<file path="config.mk">
export PLATFORM = sky130hd
export DESIGN_NAME = ahb_strobe_bridge
export DESIGN_NICKNAME = d
export VERILOG_FILES = /design/src/rtl/brg_pkg.sv /design/src/rtl/brg_lane_mask.sv /design/src/rtl/brg_ctrl.sv /design/src/rtl/brg_datapath.sv /design/src/rtl/ahb_strobe_bridge.sv
export SDC_FILE = /design/constraint.sdc
export NUM_CORES = 1
export LEC_CHECK = 0
export ABC_AREA = 1
export BUFFER_PORTS_ARGS = -buffer_cell sky130_fd_sc_hd__clkbuf_2
export CAP_MARGIN = 10
export CORE_ASPECT_RATIO = 0.6
export CORE_MARGIN = 8
export CORE_UTILIZATION = 30
export CTS_BUF_LIST = sky130_fd_sc_hd__clkbuf_8
export DETAILED_ROUTE_END_ITERATION = 8
export PLACE_DENSITY = 0.54
export SYNTH_ARGS = -nofsm -noshare
export SYNTH_HDL_FRONTEND = slang
export SYNTH_SLANG_ARGS = --single-unit
</file>
<file path="constraint.sdc">
create_clock -name clk -period 2.3 [get_ports clk]
set_clock_uncertainty 0.15 [all_clocks]
set_input_delay 0.115 -clock clk [delete_from_list [all_inputs] [get_ports clk]]
set_output_delay 0.115 -clock clk [all_outputs]
set_load 0.005 [all_outputs]
</file>
<file path="src/rtl/brg_pkg.sv">
package brg_pkg;
  typedef enum logic [2:0] {
    S_IDLE   = 3'd0,
    S_LATCH  = 3'd1,
    S_SETUP  = 3'd2,
    S_ACCESS = 3'd3,
    S_ERR1   = 3'd4,
    S_ERR2   = 3'd5
  } brg_state_e;
endpackage

</file>
<file path="src/rtl/brg_lane_mask.sv">
module brg_lane_mask #(
  parameter int LANES = 4,
  localparam int OFF_W  = $clog2(LANES),
  localparam int MAX_SZ = $clog2(LANES)
) (
  input  logic [2:0]       size,
  input  logic [OFF_W-1:0] off,
  output logic [LANES-1:0] mask
);
  int nbytes;

  always_comb begin
    nbytes = (int'(size) <= MAX_SZ) ? (1 << int'(size)) : 0;
    for (int i = 0; i < LANES; i++) begin
      mask[i] = (i >= int'(off)) && (i < int'(off) + nbytes);
    end
  end
endmodule

</file>
<file path="src/rtl/brg_ctrl.sv">
module brg_ctrl
  import brg_pkg::*;
(
  input  logic       clk,
  input  logic       rst,
  input  logic       accept,
  input  logic       size_ok,
  input  logic       dn_ready,
  input  logic       dn_err,
  output brg_state_e state,
  output logic       sel_q,
  output logic       en_q,
  output logic       ready_q,
  output logic       resp_q
);
  brg_state_e nxt;

  always_comb begin
    nxt = state;
    unique case (state)
      S_IDLE, S_ERR2: nxt = accept ? (size_ok ? S_LATCH : S_ERR1) : S_IDLE;
      S_LATCH:        nxt = S_SETUP;
      S_SETUP:        nxt = S_ACCESS;
      S_ACCESS:       if (dn_ready) nxt = dn_err ? S_ERR1 : S_IDLE;
      S_ERR1:         nxt = S_ERR2;
      default:        nxt = S_IDLE;
    endcase
  end

  always_ff @(posedge clk) begin
    if (rst) begin
      state   <= S_IDLE;
      sel_q   <= 1'b0;
      en_q    <= 1'b0;
      ready_q <= 1'b1;
      resp_q  <= 1'b0;
    end else begin
      state   <= nxt;
      sel_q   <= (nxt == S_SETUP) || (nxt == S_ACCESS);
      en_q    <= (nxt == S_ACCESS);
      ready_q <= (nxt == S_IDLE) || (nxt == S_ERR2);
      resp_q  <= (nxt == S_ERR1) || (nxt == S_ERR2);
    end
  end

  // setup phase is always followed by an access phase
  a_r6_setup_then_access: assert property (@(posedge clk) disable iff (rst)
    (sel_q && !en_q) |=> (sel_q && en_q));
  // the AHB side waits while the peripheral is selected
  a_r6_wait_while_busy: assert property (@(posedge clk) disable iff (rst)
    sel_q |-> !ready_q);
  // first error cycle is followed by the completing error cycle
  a_r8_two_cycle_error: assert property (@(posedge clk) disable iff (rst)
    (resp_q && !ready_q) |=> (resp_q && ready_q));
  // access ends only on peripheral ready
  a_r6_access_holds: assert property (@(posedge clk) disable iff (rst)
    (en_q && !dn_ready) |=> en_q);
endmodule

</file>
<file path="src/rtl/brg_datapath.sv">
module brg_datapath #(
  parameter int ADDR_W = 32,
  parameter int DATA_W = 32
) (
  input  logic              clk,
  input  logic              rst,
  input  logic              cap_addr,
  input  logic              cap_wdata,
  input  logic              cap_rdata,
  input  logic [ADDR_W-1:0] up_addr,
  input  logic [2:0]        up_size,
  input  logic              up_write,
  input  logic [DATA_W-1:0] up_wdata,
  input  logic [DATA_W-1:0] dn_rdata,
  output logic [ADDR_W-1:0] addr_q,
  output logic [2:0]        size_q,
  output logic              wr_q,
  output logic [DATA_W-1:0] wdata_q,
  output logic [DATA_W-1:0] rdata_q
);
  always_ff @(posedge clk) begin
    if (rst) begin
      addr_q  <= '0;
      size_q  <= '0;
      wr_q    <= 1'b0;
      wdata_q <= '0;
      rdata_q <= '0;
    end else begin
      if (cap_addr) begin
        addr_q <= up_addr;
        size_q <= up_size;
        wr_q   <= up_write;
      end
      if (cap_wdata) wdata_q <= up_wdata;
      if (cap_rdata) rdata_q <= dn_rdata;
    end
  end
endmodule

</file>
<file path="src/rtl/ahb_strobe_bridge.sv">
module ahb_strobe_bridge
  import brg_pkg::*;
#(
  parameter int ADDR_W = 32,
  parameter int DATA_W = 32,
  localparam int LANES  = DATA_W / 8,
  localparam int OFF_W  = $clog2(LANES),
  localparam int MAX_SZ = $clog2(LANES)
) (
  input  logic              clk,
  input  logic              rst,
  input  logic              up_sel,
  input  logic [1:0]        up_trans,
  input  logic [ADDR_W-1:0] up_addr,
  input  logic [2:0]        up_size,
  input  logic              up_write,
  input  logic [DATA_W-1:0] up_wdata,
  input  logic              up_ready_in,
  output logic              up_ready_out,
  output logic              up_resp,
  output logic [DATA_W-1:0] up_rdata,
  output logic              dn_sel,
  output logic              dn_enable,
  output logic [ADDR_W-1:0] dn_addr,
  output logic              dn_write,
  output logic [DATA_W-1:0] dn_wdata,
  output logic [LANES-1:0]  dn_byte_en,
  input  logic              dn_ready,
  input  logic              dn_err,
  input  logic [DATA_W-1:0] dn_rdata
);
  brg_state_e       state;
  logic             accept, size_ok;
  logic [2:0]       size_q;
  logic             wr_q;
  logic [LANES-1:0] lane_mask;

  assign accept  = up_sel && up_ready_in && ((up_trans == 2'b10) || (up_trans == 2'b11));
  assign size_ok = int'(up_size) <= MAX_SZ;

  brg_ctrl u_ctrl (
    .clk(clk), .rst(rst), .accept(accept), .size_ok(size_ok),
    .dn_ready(dn_ready), .dn_err(dn_err), .state(state),
    .sel_q(dn_sel), .en_q(dn_enable), .ready_q(up_ready_out), .resp_q(up_resp)
  );

  brg_datapath #(.ADDR_W(ADDR_W), .DATA_W(DATA_W)) u_dp (
    .clk(clk), .rst(rst),
    .cap_addr(accept), .cap_wdata(state == S_LATCH),
    .cap_rdata((state == S_ACCESS) && dn_ready),
    .up_addr(up_addr), .up_size(up_size), .up_write(up_write),
    .up_wdata(up_wdata), .dn_rdata(dn_rdata),
    .addr_q(dn_addr), .size_q(size_q), .wr_q(wr_q),
    .wdata_q(dn_wdata), .rdata_q(up_rdata)
  );

  brg_lane_mask #(.LANES(LANES)) u_mask (
    .size(size_q), .off(dn_addr[OFF_W-1:0]), .mask(lane_mask)
  );

  assign dn_write   = wr_q;
  assign dn_byte_en = wr_q ? lane_mask : '0;

  // lane count on the peripheral matches the registered size
  a_r3_lane_count: assert property (@(posedge clk) disable iff (rst)
    (dn_sel && dn_write) |-> ($countones(dn_byte_en) == (1 << int'(size_q))));
  // strobes, address and data hold across the access phase
  a_r6_stable_in_access: assert property (@(posedge clk) disable iff (rst)
    dn_enable |-> ($stable(dn_byte_en) && $stable(dn_addr) && $stable(dn_wdata)));
  // an unsupported size gives an error and no peripheral select
  a_r9_bad_size_error: assert property (@(posedge clk) disable iff (rst)
    (accept && !size_ok) |=> (up_resp && !dn_sel));
  // a read never carries byte strobes on the peripheral side
  a_r4_read_no_strobe: assert property (@(posedge clk) disable iff (rst)
    (dn_sel && !dn_write) |-> (dn_byte_en == '0));
endmodule

</file>
Word-level counts from Yosys, hierarchy flattened

Cells that the tools add are included.

Register bits after elaboration: 107
Bits of input ports: 108
Output and inout bits: 105
Word-level logic and storage cells: 52

Add/subtract/negate cells: 1
$lt $le $gt $ge: 9
Eq/ne operators: 11
Shift operators: 1
Multiplexer cells: 7
Reduce and logical (&&, ||, !) cells: 13

Operator list:

| kind                 | count |
|---|---|
| $lt 3x32->1 const A  | 2 |
| $add 3x32->32        | 1 |
| $lt 1x32->1 const A  | 1 |
| $lt 2x32->1 const A  | 1 |
| $mux 32              | 1 |
| $shl 1x3->32 const A | 1 |
| $pmux 3 s5           | 1 |
| $eq 3x2->1 const B   | 4 |
| $eq 3x3->1 const B   | 4 |
| $mux 3               | 4 |
| $le 3x2->1 const B   | 2 |
| $logic_and 1x1->1    | 6 |
| $logic_not 3->1      | 2 |
| $eq 2x2->1 const B   | 2 |
| $ge 1x2->1 const A   | 2 |
| $logic_or 1x1->1     | 4 |
| $mux 4               | 1 |
| $eq 3x1->1 const B   | 1 |
| $ge 2x2->1 const A   | 1 |
| $reduce_or 2->1      | 1 |

Longest topological paths before layout

Word-level depth: 7
Depth in mapped cells: 10
Mapped depth without buffers: 10

Hierarchy

A second synthesis with hierarchy kept.

Cells, all modules: 725
Area total of the unflattened synthesis: 4927.2 µm²

By module, submodules not included:

| module            | times used | cells an instance | area an instance (µm²) | seq. area each (µm²) |
|---|---|---|---|---|
| brg_datapath      | 1          | 633               | 4360.4                 | 2001.9 |
| brg_ctrl          | 1          | 46                | 332.8                  | 140.1 |
| brg_lane_mask     | 1          | 29                | 168.9                  | 0.0 |
| ahb_strobe_bridge | 1          | 17                | 65.1                   | 0.0 |

Worst setup path before layout

Ideal clock, no wire load.

Path kind: reg2out
Start: reg u_dp.size_q[2]
End: out dn_byte_en[2]
Arrival: 1652 ps
Required time: 2035 ps
Setup slack: 383 ps
Stages on the path, launching flop included: 11
Path buffers: 0
Cell sequence: dfxtp_1 > nor3_1 > ha_1 > inv_1 > fa_1 > nor2_1 > nand2_1 > o21ai_1 > o21ai_0 > o21ai_0 > nor2_1

Word-level cells in the longest chain between the ends: 6
Elaborated cells on any way between the ends: 7
Those cells by class: 1 x add/sub; 2 x order compare; 1 x shift; 2 x mux; 1 x reduce/logical

Ends and longest elaborated chain:

| what                                       | line                    | source |
|---|---|---|
| from (decl)                                | brg_datapath.sv:16      | `output logic [2:0] size_q,` |
| from (signal assigned)                     | brg_datapath.sv:31      | `size_q <= up_size;` |
| $le 3x2->1 or $shl 1x3->32 (tied branches) | brg_lane_mask.sv:13     | `nbytes = (int'(size) <= MAX_SZ) ? (1 << int'(size)) : 0;` |
| $mux 32 (*)                                | brg_lane_mask.sv:13     |  |
| $add 3x32->32 (*)                          | brg_lane_mask.sv:15     | `mask[i] = (i >= int'(off)) && (i < int'(off) + nbytes);` |
| $lt 3x32->1 (*)                            | brg_lane_mask.sv:15     |  |
| $logic_and 1x1->1 (*)                      | brg_lane_mask.sv:15     |  |
| $mux 4 (*)                                 | ahb_strobe_bridge.sv:62 | `assign dn_byte_en = wr_q ? lane_mask : '0;` |
| to (decl)                                  | ahb_strobe_bridge.sv:27 | `output logic [LANES-1:0] dn_byte_en,` |

Every way passes the cells marked *; elsewhere a longest branch is shown, timed or not.

Final worst setup path

Ends and elaborated chain as after synthesis.

==> reports/qor.yml <==
crit_arrival_ns: 2.12
cts.path.max_buffers: 2
final_antenna_net_count: 0
die_w_um: 164
firstDrtPassIters: 4
gp_congestion: 0.807
placed_area_um2: 5120
critical_path_required_ns: 2.04
die_h_um: 105
vias: 4462
dieArea_um2: 17200
drive_above_1_share_pct: 31.5
finalSetupViolCount: 4
slowest_delay_ns: 0.36
path_class: "flop to primary output"
power_density_nw_per_um2: 573
n_antenna_cell: 0
num-nets-final: 919
crit_path_start_kind: "flop"
stdcell_area_um2: 6360
synth_area_um2: 3950
grt_pass1_vias: 4584
status: "finished, violations left"
core_area_um2: 12900
ir_drop_uv: 304
syn_inst: 509
ys_ff_latch: 107
boundaryPins: 213
post-route-worst-setup-slack_ns: -0.0807
critical_path_buf_inv_count: 2
cts.htree.levels: 3
cts_sinks: 107
critPathTopFamily: "adder cells"
grt_max_degree: 40
synthDistinctLibCells: 22
dp_hpwl_um: 9370
syn-num-nets: 620
critPathCaptureType: "primary output"
slew_viol_final: 0
clock.fmax_mhz: 420
cap_viol_max_count: 0
overflow: 0
wl_per_cell_um: 14.1
clk_pin_slew_ns: 0.10
worstPathCellList: "nor3_2, ha_2, inv_2, fa_2, nor2_1, nand2_1, o21ai_2, o21ai_1, o21ai_1, nor2_1, clkbuf_2"
antenna_found_initial: 0
slew_headroom_pct: 56.8
hold_ws_ns: 0.0643
wirelength_um: 13900
port_buffers: 211
rsz0062_at_grt: "true"
start_util_pct: 30.7
syn2layout_area_growth_pct: 60.9
grt_pass1_wl_um: 22400
initialDrtViolationCount: 216
vias_per_cell: 4.54
fin_crit_ns: 2.38
clk_latency_ns: 0.36
track_usage_pct: 15.6
root_buffer: "clkbuf_8"
crit_slowest_cell: "dfxtp_2"
hold_class: "input port to flop"
violations: "negative setup slack"
num_rows: 32
final_util_pct: 49.5
total_power_mw: 3.64
ys_warn_count: 0
yosysSeqAreaShare_pct: 54.2
timing.final.hold_violations: 0
remaining_drc_errors: 0
period_share_pct: 104
cts_tree: "built"
numCtsBuffers: 9
crit_path_max_fanout: 4
avgSynthCellArea_um2: 7.76
worstMarginPinSlew_ns: 0.647
p_leak_nw: 2.94
## through the flow
step           std cells  worst slack (ns)  setup TNS [ns]
2_1_floorplan        509             0.383               0
3_3_place_gp         864             0.173               0
3_5_place_dp         864             0.107               0
4_1_cts              982           -0.0671          -0.141
5_1_grt              983            -0.252          -0.775
6_report             983           -0.0807          -0.215
## what timing repair did
action / 4_1_cts / 5_1_grt
hold buffers: 101 / 0
pin swaps: 4 / 1
buffers inserted: 1 / 1
endpoints found under the setup margin: 4 / 4
resized for setup: 11 / 0
endpoints found under the hold margin: 100 / 0
## registers in the layout, indices dropped and copies added, names as in the netlist
name and flops:
u_dp.wr_q 1, u_ctrl.sel_q 1, u_dp.rdata_q 32, u_dp.addr_q 32
u_dp.wdata_q 32, u_ctrl.en_q 1, u_ctrl.ready_q 1, u_ctrl.resp_q 1
u_dp.size_q 3, u_ctrl.state 3
## logic make-up (layout without fill, tap and decap cells)
kind of cell	count (synthesis)	count (layout)	share of synthesized area, %
compound gates	110	110	14.0
buf+inv	51	355	5.89
fa+ha+maj	3	3	1.14
simple gates	238	238	24.8
flops	107	107	54.2
## tightest hold or removal path, stage by stage
cell and delay (ns):
clkbuf_2 0.09, nand2_1 0.05, nand2_1 0.06, nand2_1 0.05, nand2_1 0.05, nor2_1 0.06, nor2_1 0.08
## layer usage
layer | track usage, % | up-vias | share of wire, %
met2 | 26.5 | 169 | 46
met3 | 5.60 | 21 | 9.3
met1 | 17.9 | 2024 | 42
met5 | 0 | - | 0
met4 | 4.97 | 0 | 1.9
li1 | - | 2248 | -
## Yosys cell counts, drive strengths merged
| cell type | instances | area share, % |
|---|---|---|
| inv | 18 | 1.7 |
| nand2 | 52 | 5.1 |
| buf | 16 | 2.6 |
| clkbuf | 17 | 1.6 |
| dfxtp | 107 | 54 |
| nand3 | 40 | 5.1 |
| a31oi | 1 | 0.16 |
| ha | 2 | 0.63 |
| fa | 1 | 0.51 |
| o21ai | 71 | 9.0 |
| a21oi | 38 | 4.8 |
| and3 | 1 | 0.16 |
| nor2 | 142 | 14 |
| nor3 | 3 | 0.51 |
## cell type report
| class | count | area [µm²] |
|---|---|---|
| clock buffers | 10 | 138 |
| multi-input cells | 351 | 1600 |
| flip-flops and latches | 107 | 2140 |
| inverters | 18 | 67.6 |
| clock inverters | 6 | 48.8 |
| well taps | 170 | 213 |
| fillers | 1194 | 6490 |
| repair buffers | 321 | 2150 |
## where the power goes
| group | leakage (nW) | switching, mW | internal [mW] |
|---|---|---|---|
| clock network | 0.0966 | 0.661 | 0.438 |
| registers | 0.869 | 0.0422 | 1.92 |
| logic | 1.97 | 0.275 | 0.302 |
## layout by cell type (no fill, tap or decap), types with 2 or more instances in the layout
cell type,synthesis,layout
nor3_2,1,3
dlygate4sd3_1,0,101
nand2_1,50,50
nand3_1,40,40
o21ai_1,6,7
buf_4,6,8
nand2_2,2,2
dfxtp_2,0,2
inv_1,13,13
nor2_4,2,2
dfxtp_1,107,105
nor2_2,2,2
a21oi_1,38,37
clkbuf_2,0,211
nor2_1,138,138
o21ai_0,65,63
inv_6,0,2
inv_2,5,6
clkbuf_8,0,10
## worst paths after layout
check                                                     end  slack [ns]  depth (start not counted)                    startpoint
worst min register to register   u_dp.wdata_q[9]$_SDFFE_PP0P_        0.32                          2  u_dp.wdata_q[9]$_SDFFE_PP0P_
worst max register to register  u_dp.rdata_q[13]$_SDFFE_PP0P_        0.81                          6    u_ctrl.state[1]$_SDFF_PP0_
worst max-delay path                            dn_byte_en[2]       -0.08                         11   u_dp.size_q[2]$_SDFFE_PP0P_
worst min-delay path               u_ctrl.state[2]$_SDFF_PP0_        0.06                          7                        dn_err
(Power assumes the default switching activity.)
